$ cat src/rtl/stuck_erase_pkg.sv
package stuck_erase_pkg;

  // Voltage levels as delivered by the hard-decision slicer.
  typedef enum logic [1:0] {
    LVL_1 = 2'b00,
    LVL_2 = 2'b01,
    LVL_3 = 2'b10,
    LVL_4 = 2'b11
  } lvl_e;

  // Gray code stored in the top level: bit 2j first, bit 2j+1 second.
  localparam logic [1:0] TOP_GRAY = 2'b10;

  // ln(2) in Q8 fixed point.
  localparam int unsigned LN2_Q8 = 177;

  // Bias magnitude alpha*ln2, truncated and clipped to the LLR range.
  function automatic int unsigned scaled_bias(int unsigned alpha, int unsigned cap);
    int unsigned raw;
    raw = (alpha * LN2_Q8) >> 8;
    return (raw > cap) ? cap : raw;
  endfunction

endpackage

$ cat src/rtl/loc_flag_recover.sv
module loc_flag_recover
  import stuck_erase_pkg::*;
(
  input  logic       clk,
  input  logic       rst_n,
  input  logic       cell_valid,
  input  logic [1:0] cell_level,
  input  logic       cell_last,
  input  logic       loc_valid,
  input  logic       loc_bit,
  input  logic       loc_last,
  output logic       loc_pop,
  output logic       cell_stuck,
  output logic       underrun,
  output logic       leftover
);

  logic stream_done;   // page's final location bit already consumed
  logic need_bit;      // side information v = 1 for this cell
  logic bit_avail;
  logic done_next;

  assign need_bit   = cell_valid && (lvl_e'(cell_level) == LVL_4);
  assign bit_avail  = loc_valid && !stream_done;
  assign loc_pop    = need_bit && bit_avail;
  assign cell_stuck = loc_pop && loc_bit;
  assign underrun   = need_bit && !bit_avail;
  assign done_next  = stream_done || (loc_pop && loc_last);
  assign leftover   = cell_valid && cell_last && !done_next && bit_avail;

  always_ff @(posedge clk) begin
    if (!rst_n) begin
      stream_done <= 1'b0;
    end else if (cell_valid) begin
      stream_done <= cell_last ? 1'b0 : done_next;
    end
  end

  AST_POP_ONLY_TOP: assert property (@(posedge clk) disable iff (!rst_n)
    loc_pop |-> (cell_valid && cell_level == 2'b11));
  AST_STUCK_FROM_BIT: assert property (@(posedge clk) disable iff (!rst_n)
    cell_stuck |-> (loc_pop && loc_bit));
  AST_UNDERRUN_NO_POP: assert property (@(posedge clk) disable iff (!rst_n)
    underrun |-> !loc_pop);
  AST_PAGE_RESTART: assert property (@(posedge clk) disable iff (!rst_n)
    (cell_valid && cell_last) |=> !stream_done);

endmodule

$ cat src/rtl/bias_gen.sv
module bias_gen
  import stuck_erase_pkg::*;
#(
  parameter int LLR_W   = 6,
  parameter int ALPHA_W = 6
) (
  input  logic [ALPHA_W-1:0] alpha,
  output logic [LLR_W-1:0]   mag
);

  localparam int unsigned MAXPOS = (1 << (LLR_W - 1)) - 1;

  assign mag = LLR_W'(scaled_bias(32'(alpha), MAXPOS));

endmodule

$ cat src/rtl/llr_eraser.sv
module llr_eraser
  import stuck_erase_pkg::*;
#(
  parameter int LLR_W = 6
) (
  input  logic signed [LLR_W-1:0] llr_even,
  input  logic signed [LLR_W-1:0] llr_odd,
  input  logic                    stuck,
  input  logic                    bias_en,
  input  logic        [LLR_W-1:0] bias_mag,
  output logic signed [LLR_W-1:0] res_even,
  output logic signed [LLR_W-1:0] res_odd
);

  localparam int NBIT = 2;

  logic signed [LLR_W-1:0] llr_in  [NBIT];
  logic signed [LLR_W-1:0] llr_res [NBIT];
  logic signed [LLR_W-1:0] pos_mag;
  logic signed [LLR_W-1:0] neg_mag;

  assign llr_in[0] = llr_even;
  assign llr_in[1] = llr_odd;
  assign pos_mag   = bias_mag;
  assign neg_mag   = -pos_mag;

  for (genvar i = 0; i < NBIT; i++) begin : g_bit
    // A stored 1 wants a negative LLR, a stored 0 a positive one.
    localparam logic CODE_BIT = TOP_GRAY[NBIT-1-i];
    always_comb begin
      if (!stuck)        llr_res[i] = llr_in[i];
      else if (!bias_en) llr_res[i] = '0;
      else               llr_res[i] = CODE_BIT ? neg_mag : pos_mag;
    end
  end

  assign res_even = llr_res[0];
  assign res_odd  = llr_res[1];

endmodule

$ cat src/rtl/stuck_llr_eraser.sv
module stuck_llr_eraser
  import stuck_erase_pkg::*;
#(
  parameter int LLR_W   = 6,
  parameter int ALPHA_W = 6
) (
  input  logic                    clk,
  input  logic                    rst_n,
  input  logic                    cfg_bias_en,
  input  logic [ALPHA_W-1:0]      cfg_alpha,
  input  logic                    in_valid,
  input  logic [1:0]              in_level,
  input  logic signed [LLR_W-1:0] in_llr_even,
  input  logic signed [LLR_W-1:0] in_llr_odd,
  input  logic                    in_last,
  input  logic                    loc_valid,
  input  logic                    loc_bit,
  input  logic                    loc_last,
  output logic                    loc_pop,
  output logic                    out_valid,
  output logic signed [LLR_W-1:0] out_llr_even,
  output logic signed [LLR_W-1:0] out_llr_odd,
  output logic                    out_last,
  output logic                    out_erased,
  output logic                    err_underrun,
  output logic                    err_leftover
);

  logic                    cell_stuck;
  logic                    underrun;
  logic                    leftover;
  logic [LLR_W-1:0]        bias_mag;
  logic signed [LLR_W-1:0] res_even;
  logic signed [LLR_W-1:0] res_odd;

  loc_flag_recover u_flag (
    .clk        (clk),
    .rst_n      (rst_n),
    .cell_valid (in_valid),
    .cell_level (in_level),
    .cell_last  (in_last),
    .loc_valid  (loc_valid),
    .loc_bit    (loc_bit),
    .loc_last   (loc_last),
    .loc_pop    (loc_pop),
    .cell_stuck (cell_stuck),
    .underrun   (underrun),
    .leftover   (leftover)
  );

  bias_gen #(.LLR_W(LLR_W), .ALPHA_W(ALPHA_W)) u_bias (
    .alpha (cfg_alpha),
    .mag   (bias_mag)
  );

  llr_eraser #(.LLR_W(LLR_W)) u_erase (
    .llr_even (in_llr_even),
    .llr_odd  (in_llr_odd),
    .stuck    (cell_stuck),
    .bias_en  (cfg_bias_en),
    .bias_mag (bias_mag),
    .res_even (res_even),
    .res_odd  (res_odd)
  );

  always_ff @(posedge clk) begin
    if (!rst_n) begin
      out_valid    <= 1'b0;
      out_llr_even <= '0;
      out_llr_odd  <= '0;
      out_last     <= 1'b0;
      out_erased   <= 1'b0;
      err_underrun <= 1'b0;
      err_leftover <= 1'b0;
    end else begin
      out_valid    <= in_valid;
      out_llr_even <= res_even;
      out_llr_odd  <= res_odd;
      out_last     <= in_valid && in_last;
      out_erased   <= cell_stuck;
      err_underrun <= underrun;
      err_leftover <= leftover;
    end
  end

  AST_ONE_STAGE: assert property (@(posedge clk) disable iff (!rst_n)
    in_valid |=> out_valid);
  AST_IDLE_STAGE: assert property (@(posedge clk) disable iff (!rst_n)
    !in_valid |=> !out_valid);
  AST_ZERO_ERASE: assert property (@(posedge clk) disable iff (!rst_n)
    (in_valid && cell_stuck && !cfg_bias_en) |=> (out_llr_even == 0 && out_llr_odd == 0));
  AST_BIAS_SIGN: assert property (@(posedge clk) disable iff (!rst_n)
    (in_valid && cell_stuck && cfg_bias_en) |=> (out_llr_even <= 0 && out_llr_odd >= 0));
  AST_PASS_THRU: assert property (@(posedge clk) disable iff (!rst_n)
    (in_valid && !cell_stuck) |=> (out_llr_even == $past(in_llr_even) && out_llr_odd == $past(in_llr_odd)));
  AST_UNDERRUN_VALID: assert property (@(posedge clk) disable iff (!rst_n)
    err_underrun |-> (out_valid && !out_erased));
  AST_LEFTOVER_LAST: assert property (@(posedge clk) disable iff (!rst_n)
    err_leftover |-> (out_valid && out_last));

endmodule

$ cat config.mk
export PLATFORM = sky130hd
export DESIGN_NAME = stuck_llr_eraser
export DESIGN_NICKNAME = d
export VERILOG_FILES = /design/src/rtl/stuck_erase_pkg.sv /design/src/rtl/loc_flag_recover.sv /design/src/rtl/bias_gen.sv /design/src/rtl/llr_eraser.sv /design/src/rtl/stuck_llr_eraser.sv
export SDC_FILE = /design/constraint.sdc
export NUM_CORES = 1
export LEC_CHECK = 0
export ABC_CLOCK_PERIOD_IN_PS = 13600
export BUFFER_PORTS_ARGS = -buffer_cell sky130_fd_sc_hd__buf_2
export CORE_AREA = 2 2 52 59
export CTS_CLUSTER_SIZE = 8
export DETAILED_ROUTE_END_ITERATION = 12
export DIE_AREA = 0 0 54 61
export PLACE_DENSITY = 0.83
export SYNTH_ARGS = -nofsm -noshare
export SYNTH_HDL_FRONTEND = slang
export SYNTH_SLANG_ARGS = --single-unit
$ cat constraint.sdc
create_clock -name clk -period 13.6 [get_ports clk]
set_input_delay 2.72 -clock clk [delete_from_list [all_inputs] [get_ports clk]]
set_output_delay 2.72 -clock clk [all_outputs]
set_load 0.01 [all_outputs]
; Word-level counts from Yosys, hierarchy flattened
; Index checks and enable logic that the tools add are counted.
[totals]
wordCells = 31
input_bits = 28
regBits = 18
out_inout_bits = 18
[op_classes]
eq_ne = 1
n_mul = 1
n_reduce_logical = 13
add_sub_neg = 1
order_cmp = 1
n_mux = 6
[ops]
columns = cell, n
row1 = $mux 6, 5
row2 = $mul 6x8->14 const B, 1
row3 = $logic_and 1x1->1, 9
row4 = $gt 6x5->1 const B, 1
row5 = $neg 6->6, 1
row6 = $logic_not 1->1, 3
row7 = $eq 2x2->1 const B, 1
row8 = $logic_or 1x1->1, 1
row9 = $mux 1, 1

; Longest topological paths before layout
[depth]
word_depth = 8
depth_mapped = 17
depth_no_buf = 17

; By module
; From an unflattened synthesis, not the netlist that was laid out.
[unflattened]
hier_cells = 164
hier_area_um2 = 1423.9
[modules_own_cells]
columns = mod, seq_area_each_um2, cells_per_inst, n_inst, area_each_um2
row1 = bias_gen, 0.0, 71, 1, 616.8
row2 = stuck_llr_eraser, 340.3, 35, 1, 474.2
row3 = llr_eraser, 0.0, 45, 1, 246.5
row4 = loc_flag_recover, 20.0, 13, 1, 86.3

; Least setup slack after synthesis
; OpenSTA, ideal clock, no wires.
[synth_path]
path_type = input -> register
startpoint = input cfg_alpha[4]
endpoint = register out_llr_even[4]
slack_ns = 7.445
cell_stages = 15
arrival_ns = 6.017
path_cell_list = ha_1 fa_1 ha_1 ha_1 and4_1 and2_4 o2111ai_1 o311ai_2 nor2_1 ha_1 nand2b_1 or4_1 o311ai_0 xor2_1 o31ai_1
[synth_between]
elab_chain_len = 6
[synth_rtl]
columns = element, line
row1 = from (decl), stuck_llr_eraser.sv:10  ; input logic [ALPHA_W-1:0] cfg_alpha,
row2 = $mul 6x8->14 *, stuck_erase_pkg.sv:20  ; raw = (alpha * LN2_Q8) >> 8;
row3 = $gt 6x5->1, stuck_erase_pkg.sv:21  ; return (raw > cap) ? cap : raw;
row4 = $mux 6 *, stuck_erase_pkg.sv:21
row5 = $neg 6->6 *, llr_eraser.sv:25  ; assign neg_mag = -pos_mag;
row6 = $mux 6 *, llr_eraser.sv:32  ; else if (!bias_en) llr_res[i] = '0;
row7 = $mux 6 *, llr_eraser.sv:31  ; if (!stuck) llr_res[i] = llr_in[i];
row8 = to (signal assigned), stuck_llr_eraser.sv:77  ; out_llr_even <= res_even;
row9 = to (decl), stuck_llr_eraser.sv:21  ; output logic signed [LLR_W-1:0] out_llr_even,
; Mark *: on every way between the ends. The rest lies on a longest branch, timed or not.
; A chain may end at the register's enable or synchronous reset.

; Final worst setup path
; Ends and elaborated chain as after synthesis.

==> impl_results.md <==
- Fmax: 160 MHz
- Vias: 1284
- Slew @ Worst Pin: 0.546 ns
- Initial core utilization: 51.7%
- Crit-path cells: buf_2, ha_1, fa_1, ha_1, ha_1, a21oi_1, nand2_1, o2111ai_1, o311ai_2, nor2_1, ha_1, nand2b_1, or4_1, o311ai_0, xor2_1, o31ai_1
- Sequential element share of the synthesized area: 25.8%
- Clock power frac: between 15 and 20%
- Xor and xnor area share after synthesis: 1.88%
- R2R setup slack: around 12 ns
- Number of buffers inserted by hold repair at cts: 0
- Total Routing Usage GR: between 20% and 30%
- Final Cycle Share: 46.1%
- ANT cells: 0
- First drt pass iteration count: 4
- Critical path class: in -> reg
- Simple-gate share of the synthesized area: 22.7%
- Yosys warnings: 0
- Die area: 3290 sq um
- Postcts setup bufs: 0
- Filler Cell Count: 270
- Hold depth: 2
- Minimum clock period: 6.26 ns
- Final #Nets: 257
- H-tree lvl count: 1
- MaxCap Viol Count: 0
- Worst Skew: 0.00190 ns
- Post_cts resized: 0
- Buf/Inv on CP: 1
- RSZ-0062 raised after global routing: no
- Fin. max-slew vios: 0
- Max FO, Critical Path: 8
- Flop and latch count out of synthesis: 18
- Slowest CP cell: fa_1
- Cell mode on critical path: ha_1
- DIE HEIGHT: 61 um
- First-pass GRT wire length: 5000 um
- Largest net degree at the start of global routing: 12
- Post-DP HPWL: 2450 um
- CTS tree: built
- Count of cell types in the netlist: 44
- Adder-Cell Fraction of Synth Area: 24.9%
- Antenna viol nets, final: 0
- Seq pwr share: a little over a third
- Hold_sp: u_flag.stream_done$_SDFFE_PN0P_
- Post-layout util: 61.3%
- Synth async-reset ratio: 0%
- Bufs on Longest Clock Path: 2
- Routed WL: 2850 um
- Placement Cell Area: 1640 sq um
- Via-to-Cell Ratio: roughly 5.5
- Hold Path Class: reg -> reg
- Reg2reg path depth: 6
- Startpoint types: input port
- R2r endpoint: out_llr_even[2]$_SDFF_PN0_
- Global route overflow: 0
- FP Rows: 20
- Largest family of logic cells by synthesized area: adder cells
- CTS Buf Count: 3
- P&R area growth vs syn: 18.6%
- Pwr Density: 95.4 nW/um^2
- Critical Path End Type: flop
- Syn Inst Count: 156
- Layout cells sized above 1: around 28%
- Gpl congestion: 0.866
- Worst-path clk slew: ~0.090 ns
- Final setup violation count: 0
- Initial DRC count: 20
- Hold Fails Final Rpt: 0
- Arrival time worst endpoint: 6.42 ns
- Largest stage delay, worst path: 0.46 ns
- Outcome: completed
- Vias in the first global route: 1241
- Mux contribution to synthesized area: 0%
- CTS Sinks: 18
- I/O Pins: 46
- Synth Area in Compound Gates: 20.8%
- Logic pwr share: 49.1%
- Die X-Extent: around 54 um
- Sw frac: 37.4%
- Net count after synthesis: 210
- Post-route cell area: ~1700 sq um
- Synthesized cell area: 1400 sq um
- CP delay by family, top: adder cells
- Drt wl/cell: ~12 um
- Max VDD drop: 0.0593 mV
- Drt drc: 0
- Synthesized area per cell: 8.96 sq um
- Switching power total: 0.0000592 W
- Rel. slew slack: 63.5%
- Lkg Pwr: 0.872 nW
- Synth Flop Type: dfxtp_1
- Hold Path End: u_flag.stream_done$_SDFFE_PN0P_
- Worst r2r src: u_flag.stream_done$_SDFFE_PN0P_
- EDFF count, synth: 0
- Port bufs: 45
- Skew-Pair Late Insertion Delay: approximately 0.28 ns
- CTS root buf: clkbuf_4
- Internal: roughly 0.0001 W
- Setup TNS: 0 ns
- Placeable Area: 2700 sq um
- Initial antenna violation count: 0
- Critical Path RT: approximately 14 ns
[cell usage in the layout, fill, tap and decap left out, types with 4 or more instances in the layout]
cell      count
ha_1         23
o211ai_1      4
a21oi_1       4
nand3_1       4
buf_2        45
and2_1        5
and3_1        5
dfxtp_1      18
o21ai_0       5
nor2_1       10
inv_1         7
nand2_1      20
[worst reg2reg max path, stage by stage (launching register included)]
cell and delay (ns):
dfxtp_1 0.31, nand2b_1 0.16, and2b_1 0.26, and3_1 0.21, nand2_1 0.14, or4_1 0.51, o211ai_2 0.09
[stage by stage]
step	cells	hold WS (ns)	total power (W)	setup WS (ns)
after floorplan	156	0.443	0.000117	7.45
after global placement	231	0.457	0.000133	7.15
after detailed placement	231	0.476	0.000135	7.05
after CTS	234	0.498	0.000159	7.33
after global routing	234	0.541	0.000175	7.04
final	234	0.496	0.000158	7.34
[logic make-up after synthesis]
kind of cell,count (synthesis)
compound gates,38
buf+inv,10
flops,18
simple gates,61
fa+ha+maj,26
xor+xnor,3
[final cells by class]
cell class,instances,area [sq um],share of cell area [%]
Sequential cell,18,360,21.7
Tap cell,33,41.3,2.49
Clock buffer,3,22.5,1.36
Timing Repair Buffer,45,225,13.6
Multi-Input combinational cell,128,982,59.2
Inverter,7,26.3,1.58
[worst max path at each step]
stage,to,slack [ns],from,depth (start not counted)
after floorplan,out_llr_even[4]$_SDFF_PN0_,7.45,cfg_alpha[4],15
after global placement,out_llr_even[4]$_SDFF_PN0_,7.15,cfg_alpha[4],16
after detailed placement,out_llr_even[4]$_SDFF_PN0_,7.05,cfg_alpha[4],16
after CTS,out_llr_even[4]$_SDFF_PN0_,7.33,cfg_alpha[4],16
after global routing,out_llr_even[4]$_SDFF_PN0_,7.04,cfg_alpha[4],16
final,out_llr_even[4]$_SDFF_PN0_,7.34,cfg_alpha[4],16
[flip-flops by register name (all words and copies together), names as in the netlist]
signal              cells
out_erased              1
err_leftover            1
out_valid               1
out_last                1
err_underrun            1
u_flag.stream_done      1
out_llr_even            6
out_llr_odd             6
[power groups by stage]
stage / combinational, W / clock, W / sequential (W)
after floorplan: 0.0000586 / 0 / 0.0000586
after global placement: 0.0000757 / 0 / 0.0000570
after detailed placement: 0.0000774 / 0 / 0.0000571
after CTS: 0.0000779 / 0.0000255 / 0.0000559
after global routing: 0.0000903 / 0.0000282 / 0.0000562
final: 0.0000776 / 0.0000247 / 0.0000558
[synth_stat cells (all sizes together) (4+ instances only)]
cell    count  area share [%]
a21oi       4             1.4
and2        9             4.6
and3        5             2.2
dfxtp      18              26
ha         23              21
inv         7             1.9
nand2      20             5.4
nand3       4             1.4
nor2       10             2.7
o211ai      5             3.0
o21ai       5             1.8
[metal layers]
metal  GRT usage, %  up-vias  wire length (um)
met5              0        -                 0
met4           9.64        0                80
met3           2.71        9               170
met2           36.2       46              1310
met1           23.4      564              1280
li1               -      665                 -
Note: power is estimated with default switching activity, not from simulation.
